$ cat config.mk
export PLATFORM = sky130hd
export DESIGN_NAME = motor_start_seq
export DESIGN_NICKNAME = d
export VERILOG_FILES = /design/src/rtl/motor_seq_pkg.sv /design/src/rtl/seq_ms_timer.sv /design/src/rtl/seq_cfg_decode.sv /design/src/rtl/seq_comm_stepper.sv /design/src/rtl/motor_start_seq.sv
export SDC_FILE = /design/constraint.sdc
export NUM_CORES = 1
export LEC_CHECK = 0
export BUFFER_PORTS_ARGS = -buffer_cell sky130_fd_sc_hd__buf_2
export CORE_MARGIN = 2
export CORE_UTILIZATION = 35
export DETAILED_ROUTE_END_ITERATION = 12
export PLACE_DENSITY = 0.58
export SLEW_MARGIN = 20
export SYNTH_ARGS = -nofsm -noshare
export SYNTH_HDL_FRONTEND = slang
export SYNTH_HIERARCHICAL = 1
export SYNTH_SLANG_ARGS = --single-unit
export TNS_END_PERCENT = 10
$ cat constraint.sdc
create_clock -name clk_i -period 2.3 [get_ports clk_i]
set_clock_uncertainty 0.1 [all_clocks]
set_input_delay 0.345 -clock clk_i [delete_from_list [all_inputs] [get_ports clk_i]]
set_output_delay 0.345 -clock clk_i [all_outputs]
set_load 0.02 [all_outputs]
$ cat src/rtl/motor_seq_pkg.sv
package motor_seq_pkg;
  typedef enum logic [2:0] {
    ST_CAL    = 3'd0,
    ST_ALIGN  = 3'd1,
    ST_RMEAS  = 3'd2,
    ST_ACCEL  = 3'd3,
    ST_KTM    = 3'd4,
    ST_CLOSED = 3'd5,
    ST_WAIT   = 3'd6
  } seq_stage_e;
endpackage

$ cat src/rtl/seq_ms_timer.sv
module seq_ms_timer #(
  parameter int TICKS_PER_MS = 4,
  parameter int MS_W         = 13
) (
  input  logic            clk_i,
  input  logic            rst_ni,
  input  logic            clear_i,
  output logic            ms_tick_o,
  output logic [MS_W-1:0] ms_cnt_o
);
  localparam int PRE_W = $clog2(TICKS_PER_MS + 1);

  logic [PRE_W-1:0] pre_q, pre_d;
  logic [MS_W-1:0]  ms_q, ms_d;

  assign ms_tick_o = (pre_q == PRE_W'(TICKS_PER_MS - 1));
  assign ms_cnt_o  = ms_q;

  always_comb begin
    pre_d = pre_q;
    ms_d  = ms_q;
    if (clear_i) begin
      pre_d = '0;
      ms_d  = '0;
    end else if (ms_tick_o) begin
      pre_d = '0;
      ms_d  = ms_q + MS_W'(1);
    end else begin
      pre_d = pre_q + PRE_W'(1);
    end
  end

  always_ff @(posedge clk_i or negedge rst_ni) begin
    if (!rst_ni) begin
      pre_q <= '0;
      ms_q  <= '0;
    end else begin
      pre_q <= pre_d;
      ms_q  <= ms_d;
    end
  end


  pre_range_chk: assert property (@(posedge clk_i) disable iff (!rst_ni)
    pre_q < PRE_W'(TICKS_PER_MS));
endmodule

$ cat src/rtl/seq_cfg_decode.sv
module seq_cfg_decode #(
  parameter int MS_W          = 13,
  parameter int RATE_W        = 8,
  parameter int FREQ_W        = 18,
  parameter int ALIGN_STEP_MS = 40,
  parameter int RATE_BASE     = 160,
  parameter int RATE_STEP     = 10,
  parameter int HO_STEP_MHZ   = 12500
) (
  input  logic [3:0]        ta_code_i,
  input  logic [3:0]        ho_code_i,
  input  logic [2:0]        vband_i,
  output logic [MS_W-1:0]   align_ms_o,
  output logic [RATE_W-1:0] rate_o,
  output logic [FREQ_W-1:0] thr_o,
  output logic [6:0]        duty_o
);
  logic [3:0] ta_eff, ho_eff;

  assign ta_eff = (ta_code_i == 4'd0) ? 4'd1 : ta_code_i;
  assign ho_eff = (ho_code_i == 4'd0) ? 4'd1 : ho_code_i;

  assign align_ms_o = MS_W'(ta_eff) * MS_W'(ALIGN_STEP_MS);
  assign rate_o     = RATE_W'(RATE_BASE) - RATE_W'(RATE_STEP) * RATE_W'(ta_eff);
  assign thr_o      = FREQ_W'(ho_eff) * FREQ_W'(HO_STEP_MHZ);

  always_comb begin
    case (vband_i)
      3'd0:    duty_o = 7'd43;
      3'd1:    duty_o = 7'd50;
      3'd2:    duty_o = 7'd60;
      3'd3:    duty_o = 7'd75;
      default: duty_o = 7'd100;
    endcase
  end
endmodule

$ cat src/rtl/seq_comm_stepper.sv
module seq_comm_stepper #(
  parameter int FREQ_W  = 18,
  parameter int RATE_W  = 8,
  parameter int PH_WRAP = 4000000
) (
  input  logic              clk_i,
  input  logic              rst_ni,
  input  logic              clear_i,
  input  logic              ramp_tick_i,
  input  logic              run_i,
  input  logic              dir_i,
  input  logic [RATE_W-1:0] rate_i,
  input  logic [FREQ_W-1:0] thr_i,
  output logic [FREQ_W-1:0] freq_o,
  output logic [2:0]        step_o,
  output logic              at_thr_o
);
  localparam int ACC_W = $clog2(PH_WRAP);
  localparam int SUM_W = ACC_W + 1;

  logic [FREQ_W-1:0] freq_q, freq_d;
  logic [ACC_W-1:0]  acc_q, acc_d;
  logic [2:0]        step_q, step_d;
  logic [FREQ_W:0]   fsum;
  logic [SUM_W-1:0]  asum;

  assign fsum = {1'b0, freq_q} + (FREQ_W+1)'(rate_i);
  assign asum = {1'b0, acc_q} + SUM_W'(freq_q) * SUM_W'(6);

  always_comb begin
    freq_d = freq_q;
    acc_d  = acc_q;
    step_d = step_q;
    if (clear_i) begin
      freq_d = '0;
      acc_d  = '0;
      step_d = 3'd0;
    end else begin
      if (ramp_tick_i)
        freq_d = (fsum >= {1'b0, thr_i}) ? thr_i : fsum[FREQ_W-1:0];
      if (run_i) begin
        if (asum >= SUM_W'(PH_WRAP)) begin
          acc_d = ACC_W'(asum - SUM_W'(PH_WRAP));
          if (dir_i) step_d = (step_q == 3'd5) ? 3'd0 : step_q + 3'd1;
          else       step_d = (step_q == 3'd0) ? 3'd5 : step_q - 3'd1;
        end else begin
          acc_d = asum[ACC_W-1:0];
        end
      end
    end
  end

  always_ff @(posedge clk_i or negedge rst_ni) begin
    if (!rst_ni) begin
      freq_q <= '0;
      acc_q  <= '0;
      step_q <= 3'd0;
    end else begin
      freq_q <= freq_d;
      acc_q  <= acc_d;
      step_q <= step_d;
    end
  end

  assign freq_o   = freq_q;
  assign step_o   = step_q;
  assign at_thr_o = (freq_q >= thr_i);


  freq_cap_chk: assert property (@(posedge clk_i) disable iff (!rst_ni)
    ramp_tick_i && !clear_i |=> freq_q <= $past(thr_i));

  step_range_chk: assert property (@(posedge clk_i) disable iff (!rst_ni)
    step_q <= 3'd5);

  step_adj_chk: assert property (@(posedge clk_i) disable iff (!rst_ni)
    (step_q != $past(step_q)) && !$past(clear_i) |->
      (step_q == $past(step_q) + 3'd1) || (step_q + 3'd1 == $past(step_q)) ||
      ($past(step_q) == 3'd5 && step_q == 3'd0) ||
      ($past(step_q) == 3'd0 && step_q == 3'd5));
endmodule

$ cat src/rtl/motor_start_seq.sv
module motor_start_seq
  import motor_seq_pkg::*;
#(
  parameter int TICKS_PER_MS = 4,
  parameter int CAL_MS       = 300,
  parameter int RMEAS_MS     = 10,
  parameter int KTM_MS       = 10,
  parameter int LOCK_WAIT_MS = 5000,
  parameter int FREQ_W       = 18
) (
  input  logic              clk_i,
  input  logic              rst_ni,
  input  logic [3:0]        ta_code_i,
  input  logic [3:0]        ho_code_i,
  input  logic [2:0]        vband_i,
  input  logic              dir_i,
  input  logic              lock_i,
  input  logic              fault_i,
  output logic [2:0]        stage_o,
  output logic [FREQ_W-1:0] comm_rate_o,
  output logic [6:0]        drive_duty_o,
  output logic [2:0]        comm_step_o,
  output logic              tristate_o
);
  localparam int MAX_MS  = (LOCK_WAIT_MS > 600) ? LOCK_WAIT_MS : 600;
  localparam int MS_W    = $clog2(MAX_MS + 1);
  localparam int RATE_W  = 8;
  localparam int PH_WRAP = 1000000 * TICKS_PER_MS;

  logic              rst_meta, rst_n_s;
  seq_stage_e        stage_q, stage_d;
  logic              stage_chg, ms_tick, at_thr, trip;
  logic [MS_W-1:0]   ms_cnt, align_ms;
  logic [RATE_W-1:0] rate;
  logic [FREQ_W-1:0] thr, freq;
  logic [6:0]        duty_sel;
  logic              step_clear, step_run, ramp_tick;

  // reset: asynchronous assert, synchronous release
  always_ff @(posedge clk_i or negedge rst_ni) begin
    if (!rst_ni) begin
      rst_meta <= 1'b0;
      rst_n_s  <= 1'b0;
    end else begin
      rst_meta <= 1'b1;
      rst_n_s  <= rst_meta;
    end
  end

  seq_cfg_decode #(.MS_W(MS_W), .RATE_W(RATE_W), .FREQ_W(FREQ_W)) cfg_i (
    .ta_code_i(ta_code_i), .ho_code_i(ho_code_i), .vband_i(vband_i),
    .align_ms_o(align_ms), .rate_o(rate), .thr_o(thr), .duty_o(duty_sel));

  seq_ms_timer #(.TICKS_PER_MS(TICKS_PER_MS), .MS_W(MS_W)) tmr_i (
    .clk_i(clk_i), .rst_ni(rst_n_s), .clear_i(stage_chg),
    .ms_tick_o(ms_tick), .ms_cnt_o(ms_cnt));

  assign step_clear = (stage_q == ST_CAL) || (stage_q == ST_ALIGN) ||
                      (stage_q == ST_RMEAS) || (stage_q == ST_WAIT);
  assign step_run   = (stage_q == ST_ACCEL) || (stage_q == ST_KTM) ||
                      (stage_q == ST_CLOSED);
  assign ramp_tick  = ms_tick && (stage_q == ST_ACCEL);

  seq_comm_stepper #(.FREQ_W(FREQ_W), .RATE_W(RATE_W), .PH_WRAP(PH_WRAP)) stp_i (
    .clk_i(clk_i), .rst_ni(rst_n_s), .clear_i(step_clear),
    .ramp_tick_i(ramp_tick), .run_i(step_run), .dir_i(dir_i),
    .rate_i(rate), .thr_i(thr), .freq_o(freq), .step_o(comm_step_o),
    .at_thr_o(at_thr));

  assign trip = lock_i || fault_i;

  always_comb begin
    stage_d = stage_q;
    case (stage_q)
      ST_CAL:    if (ms_tick && ms_cnt == MS_W'(CAL_MS - 1))       stage_d = ST_ALIGN;
      ST_ALIGN:  if (ms_tick && ms_cnt == align_ms - MS_W'(1))     stage_d = ST_RMEAS;
      ST_RMEAS:  if (ms_tick && ms_cnt == MS_W'(RMEAS_MS - 1))     stage_d = ST_ACCEL;
      ST_ACCEL:  if (at_thr)                                       stage_d = ST_KTM;
      ST_KTM:    if (ms_tick && ms_cnt == MS_W'(KTM_MS - 1))       stage_d = ST_CLOSED;
      ST_CLOSED: stage_d = ST_CLOSED;
      ST_WAIT:   if (ms_tick && ms_cnt == MS_W'(LOCK_WAIT_MS - 1)) stage_d = ST_CAL;
      default:   stage_d = ST_CAL;
    endcase
    if (trip && stage_q != ST_WAIT) stage_d = ST_WAIT;
  end

  assign stage_chg = (stage_d != stage_q);

  always_ff @(posedge clk_i or negedge rst_n_s) begin
    if (!rst_n_s) stage_q <= ST_CAL;
    else          stage_q <= stage_d;
  end

  assign stage_o      = stage_q;
  assign comm_rate_o  = freq;
  assign tristate_o   = (stage_q == ST_CAL) || (stage_q == ST_WAIT);
  assign drive_duty_o = (stage_q == ST_ALIGN || stage_q == ST_RMEAS ||
                         stage_q == ST_ACCEL || stage_q == ST_KTM) ? duty_sel : 7'd0;


  trip_to_wait_chk: assert property (@(posedge clk_i) disable iff (!rst_n_s)
    trip && stage_q != ST_WAIT |=> stage_q == ST_WAIT);

  float_quiet_chk: assert property (@(posedge clk_i) disable iff (!rst_n_s)
    tristate_o |-> drive_duty_o == 7'd0);

  ramp_exit_chk: assert property (@(posedge clk_i) disable iff (!rst_n_s)
    $past(stage_q) == ST_ACCEL && stage_q != ST_ACCEL |->
      stage_q == ST_KTM || stage_q == ST_WAIT);

  stage_legal_chk: assert property (@(posedge clk_i) disable iff (!rst_n_s)
    stage_q != 3'd7);
endmodule

# == Yosys cells after proc, flatten, opt, wreduce, memory -nomap -nowiden ==
# Index checks and enable logic that the tools add are counted.
# totals
regBits,64
word_cells,95
# op_classes
n_addsub,9
multipliers,4
magnitude_cmp,3
eq_ne,17
mux,28
reduce_logical,26
# op_table
cell,n
$mux 22,3
$mux 18,3
$mux 3,15
$pmux 7 s4,1
$mux 13,2
$add 22x21->23,1
$ge 23x22->1 const B,1
$sub 22x22->22 const B,1
$pmux 3 s7,1
$mul 18x2->20 const B,1
$add 18x8->19,1
$ge 19x18->1,1
$ge 18x18->1,1
$mul 4x12->16 const B,1
$eq 3x2->1 const B,5
$add 13x1->13 const B,1
$eq 13x13->1,1
$eq 13x13->1 const B,1
$eq 13x4->1 const B,1
$eq 13x9->1 const B,1
$eq 3x3->1 const B,4
$sub 10x1->11 const B,1
$logic_or 1x1->1,10
$logic_not 3->1,3
14 further kinds,26

# == Depth between registers and ports, before layout ==
# depth
depth_word,11
mapped_depth,29

# == By module ==
# Netlist, hierarchy kept.
# modules_own_cells
mod,n_inst,cells_each,area_per_inst_um2
seq_comm_stepper,1,681,5541.6
motor_start_seq,1,132,942.2
seq_cfg_decode,1,129,930.9
seq_ms_timer,1,78,813.3

# == Worst setup path before layout ==
# OpenSTA, ideal clock, no wires.
# synth_path
path_kind,reg-to-reg
startpoint,"register stp_i.freq_q[1], in the netlist stp_i/freq_o[1]"
endpoint,register stp_i.acc_q[12]
arrival_time_ns,5.511
required_time_ns,2.131
path_slack_ns,-3.380
path_stages_with_launch,25
path_buffers,1
cell_sequence,dfrtp_1 > ha_1 > fa_1 > a21o_1 > a21oi_1 > o21bai_1 > a21oi_1 > nor2b_1 > o21a_1 > o31ai_1 > a21oi_1 > a21o_1 > a21oi_1 > xnor2_1 > ha_1 > a21o_1 > a21o_1 > or2_4 > o311ai_1 > o311ai_2 > a211oi_4 > nor2_2 > buf_6 > or4_1 > nand3_1
# synth_via
elab_chain_cells,6
# synth_lines
element,line_no,rtl
from (decl),seq_comm_stepper.sv:21,"logic [FREQ_W-1:0] freq_q, freq_d;"
from (signal assigned),seq_comm_stepper.sv:59,freq_q <= freq_d;
$mul 18x2->20 (*),seq_comm_stepper.sv:28,"assign asum = {1'b0, acc_q} + SUM_W'(freq_q) * SUM_W'(6);"
$add 22x21->23 (*),seq_comm_stepper.sv:28,
$sub 22x22->22 / $ge 23x22->1 (equally long branches),"seq_comm_stepper.sv:43, seq_comm_stepper.sv:42",
$mux 22 (*),seq_comm_stepper.sv:42,if (asum >= SUM_W'(PH_WRAP)) begin
$mux 22 (*),seq_comm_stepper.sv:41,if (run_i) begin
$mux 22 (*),seq_comm_stepper.sv:34,if (clear_i) begin
to (signal assigned),seq_comm_stepper.sv:56,acc_q <= '0;
to (signal assigned),seq_comm_stepper.sv:60,acc_q <= acc_d;
to (decl),seq_comm_stepper.sv:22,"logic [ACC_W-1:0] acc_q, acc_d;"
# Every way passes the cells marked *; elsewhere a longest branch is shown, timed or not. The select of a mux whose other input is x is not followed.
# A chain may end at the register's enable or synchronous reset.

# == Worst setup path in the final report ==
# layout_path
startpoint,"register stp_i.freq_q[1], in the netlist stp_i/freq_o[1]"
endpoint,register stp_i.acc_q[17]
# The elaborated chain is that of the path after synthesis.

==> results_dict.tcl <==
set metrics [dict create \
    run_status "finished with violations" \
    failed_checks "negative setup slack" \
    globalRoute.totalOverflow 0 \
    layout.cell_area.non_filler_mm2 0.01201 \
    drcViolationCount 0 \
    largest_net_degree_at_the_start_of_global_routing 40 \
    wire_per_inst_um 13.95 \
    placeableCoreArea_mm2 0.02326 \
    finalWorstPathRequiredPeriod_ns 5.277 \
    synth_seq_area_share_pct 19.16 \
    first_pass_grt_wire_length_um 39860 \
    netlist.area_leader.share_pct 19.16 \
    detail_route.iter0.violations 373 \
    post_synth.cell_area_avg_um2 8.067 \
    die-area_mm2 0.02475 \
    netlist-cell-type-count 85 \
    first_pass_iters 5 \
    clockPowerShare_pct 37.9 \
    max_cap_viol_count 0 \
    timing.final.crit_share_pct 229.4 \
    placedInstanceArea_mm2 0.01109 \
    gp_congestion 0.8944 \
    routed-via-count 8606 \
    seq_power_share_pct 30.0 \
    crit_arrival_ns 5.42 \
    share_of_layout_cells_above_drive_strength_1_pct 36.72 \
    io_buffer_count 47 \
    number_of_buffers_inserted_during_clock_tree_synthesis 9 \
    post_detailed_route_count_of_antenna_violating_nets 0 \
    placementRows 56 \
    io_pins 48 \
    power_switching_mw 1.278 \
    vias_per_cell 5.095 \
    ys_ff_latch 63 \
    sw_share_pct 30.30 \
    critical_path.max_fanout 7 \
    ctsHtreeMaxLevel 3 \
    synthToLayoutAreaGrowth_pct 45.95 \
    max-vdd-ir-drop_uv 330.7 \
    kind_of_launch_point_of_the_worst_setup_path "flop" \
    timing_worst_setup_path_type "reg2reg" \
    syn-instance-count 1020 \
    antennaDiodeCount 0 \
    p_int_mw 2.940 \
    totalPowerFinal_mw 4.218 \
    leakage_nw 5.827 \
    syn-cell-area_mm2 0.008228 \
    cts_buffer_depth 2 \
    required_ns 2.45 \
    routed_wl_um 23550 \
    netlist.top_cell.by_area "dfrtp_1" \
    yosys_warnings 6 \
    chipWidth_um 157.3 \
    worst_setup_hold_path_clk_slew_ns 0.06 \
    grt.total_usage_pct 19.64 \
    numClockSinks 63 \
    worst_pin_slew_ns 0.6631 \
    cts_tree "built" \
    synth_edf_count 0 \
    postSynth.topFlopCell "dfrtp_1" \
    num-fill-cells 2258 \
    min_path_type "reg2async" \
    async_flop_share_pct 100.0 \
    grt_pass1_vias 8338 \
    floorplan.die.height_um 157.3 \
    timing.final.max_slew_violations 0 \
    fmax_ghz 0.1895 \
    detailedPlacementHpwl_um 18850 \
    finalSetupViolCount 58 \
    max-slew-margin-rel_pct 55.19 \
    timing.final.ws_setup_ns -2.977 \
    sort_of_element_at_the_end_of_the_critical_path "flop" \
    final.setup.tns_ns -139.21 \
    synth.top_cells.by_area "dfrtp_1 (19%), ha_1 (17%), xnor2_1 (6.4%)" \
    final-hold-violation-count 0 \
    unrepaired_setup_endpoints_after_global_routing "yes" \
    power_per_cell_area_mw_per_mm2 351.2 \
    antenna_found_initial 0 \
    power_frac_comb_pct 32.1 \
    nNetsFinal 1494 \
    start_util_pct 35.37 \
    worst_skew_pair.late_latency_ns 0.34 \
    root_buffer "clkbuf_16" \
]
cell usage after synthesis (20+ instances only):
library cell  number
nor2_1            88
nor2b_1           20
xor2_1            32
a21o_1            29
xnor2_1           60
a211oi_1          23
nand2_1           57
nor3_1            25
o21ai_0           42
inv_1             73
nand3_1           28
a21oi_1           82
dfrtp_1           63
ha_1             109
area by class of cell:
cell class,count,area [um2],share of cell area (%)
clock buffers,9,225.2,1.875
clock inverters,7,120.1,1.000
inverters,73,274.0,2.282
multi-input cells,850,6709,55.87
flip-flops and latches,63,1582,13.17
well taps,319,399.1,3.324
repair buffers,368,2700,22.48
worst max-delay path, stage by stage, from the launching register on:
cell	delay [ns]
dfrtp_2	0.45
ha_4	0.18
fa_2	0.33
a21o_1	0.17
a21oi_2	0.15
o21bai_1	0.09
a21oi_2	0.14
nor2b_1	0.06
o21a_1	0.23
o31ai_4	0.30
a21oi_2	0.12
a21o_1	0.17
a21oi_2	0.13
xnor2_1	0.13
ha_1	0.27
a21o_1	0.17
a21o_1	0.20
or2_4	0.28
o311ai_4	0.32
o311ai_4	0.13
a211oi_4	0.25
buf_6	0.15
nor2_4	0.05
or4_4	0.51
o311ai_2	0.09
final timing paths:
check | from | endpoint | slack [ns] | cells after the start
min in group clk_i | rst_meta$_DFF_PN0_ | rst_n_s$_DFF_PN0_ | 0.25 | 0
min | rst_n_s$_DFF_PN0_ | stp_i/freq_o[11]$_DFFE_PN0P_ | 0.15 | 0
max | stp_i/freq_o[1]$_DFFE_PN0P_ | stp_i/acc_q[17]$_DFFE_PN0N_ | -2.98 | 24
max in group asynchronous | rst_n_s$_DFF_PN0_ | stp_i/freq_o[9]$_DFFE_PN0P_ | 1.22 | 2
max reg2reg | stp_i/freq_o[1]$_DFFE_PN0P_ | stp_i/acc_q[17]$_DFFE_PN0N_ | -2.98 | 24
min reg2reg | rst_n_s$_DFF_PN0_ | stp_i/freq_o[11]$_DFFE_PN0P_ | 0.15 | 0
flip-flops by register name, summed over array words and instances, names as in the netlist:
name and count:
rst_meta 1, rst_n_s 1, stage_o 3, stp_i/acc_q 21, stp_i/freq_o 18, stp_i/step_o 3, tmr_i/ms_cnt_o 13, tmr_i/pre_q 3
kinds of logic after synthesis:
kind of cell	count (synthesis)	share of synthesized area (%)
other	2	0.09127
buffers and inverters	115	6.174
multiplexers	14	1.764
adder cells (fa/ha/maj)	113	17.55
AO/OA/AOI/OAI	284	23.52
flip-flops	63	19.16
AND/OR/NAND/NOR	337	21.94
XOR/XNOR	92	9.793
per-stage QoR:
| stage | util (%) | cells | hold WS [ns] | worst slack [ns] |
|---|---|---|---|---|
| final | 51.62 | 1689 | 0.1485 | -2.977 |
| after global routing | 51.62 | 1689 | 0.2011 | -3.266 |
| after CTS | 50.44 | 1686 | 0.1699 | -2.991 |
| after detailed placement | 47.67 | 1656 | 0.03623 | -3.493 |
| after global placement | 47.67 | 1656 | 0.03146 | -3.231 |
| after floorplan | - | 1028 | -0.05059 | -2.934 |
what timing repair did:
item                                    4_1_cts  5_1_grt
endpoints found under the setup margin       58       58
pin swaps                                    21       29
hold endpoints to repair                      2        0
gates resized for setup                      38       52
setup buffers                                13        3
hold buffers                                  1        0
power by group through the flow:
| stage | Combinational (mW) | Sequential, mW | Clock, mW |
|---|---|---|---|
| final | 1.35 | 1.26 | 1.60 |
| after global routing | 1.53 | 1.27 | 1.69 |
| after CTS | 1.33 | 1.27 | 1.65 |
| after detailed placement | 1.31 | 1.28 | 0 |
| after global placement | 1.28 | 1.28 | 0 |
| after floorplan | 0.708 | 1.30 | 0 |
per-layer routing:
layer	share of wire (%)	track usage (%)
met4	0.83	3.420
met3	2.9	2.423
met5	0	0
met1	48	26.39
met2	48	34.10
placed cells by master, fill, tap and decap left out, types with 12 or more instances in the layout:
cell	Yosys	final
buf_4	11	314
ha_1	109	102
nor2_1	88	86
inv_1	73	73
a21oi_1	82	61
dfrtp_1	63	59
nand2_1	57	56
xnor2_1	60	54
buf_2	4	47
o21ai_0	42	38
xor2_1	32	30
a21o_1	29	29
nand3_1	28	26
nor3_1	25	23
a21oi_2	0	19
a211oi_1	23	18
and2_1	17	17
nor2b_1	20	16
nand2b_1	12	12
(Power assumes the default switching activity.)
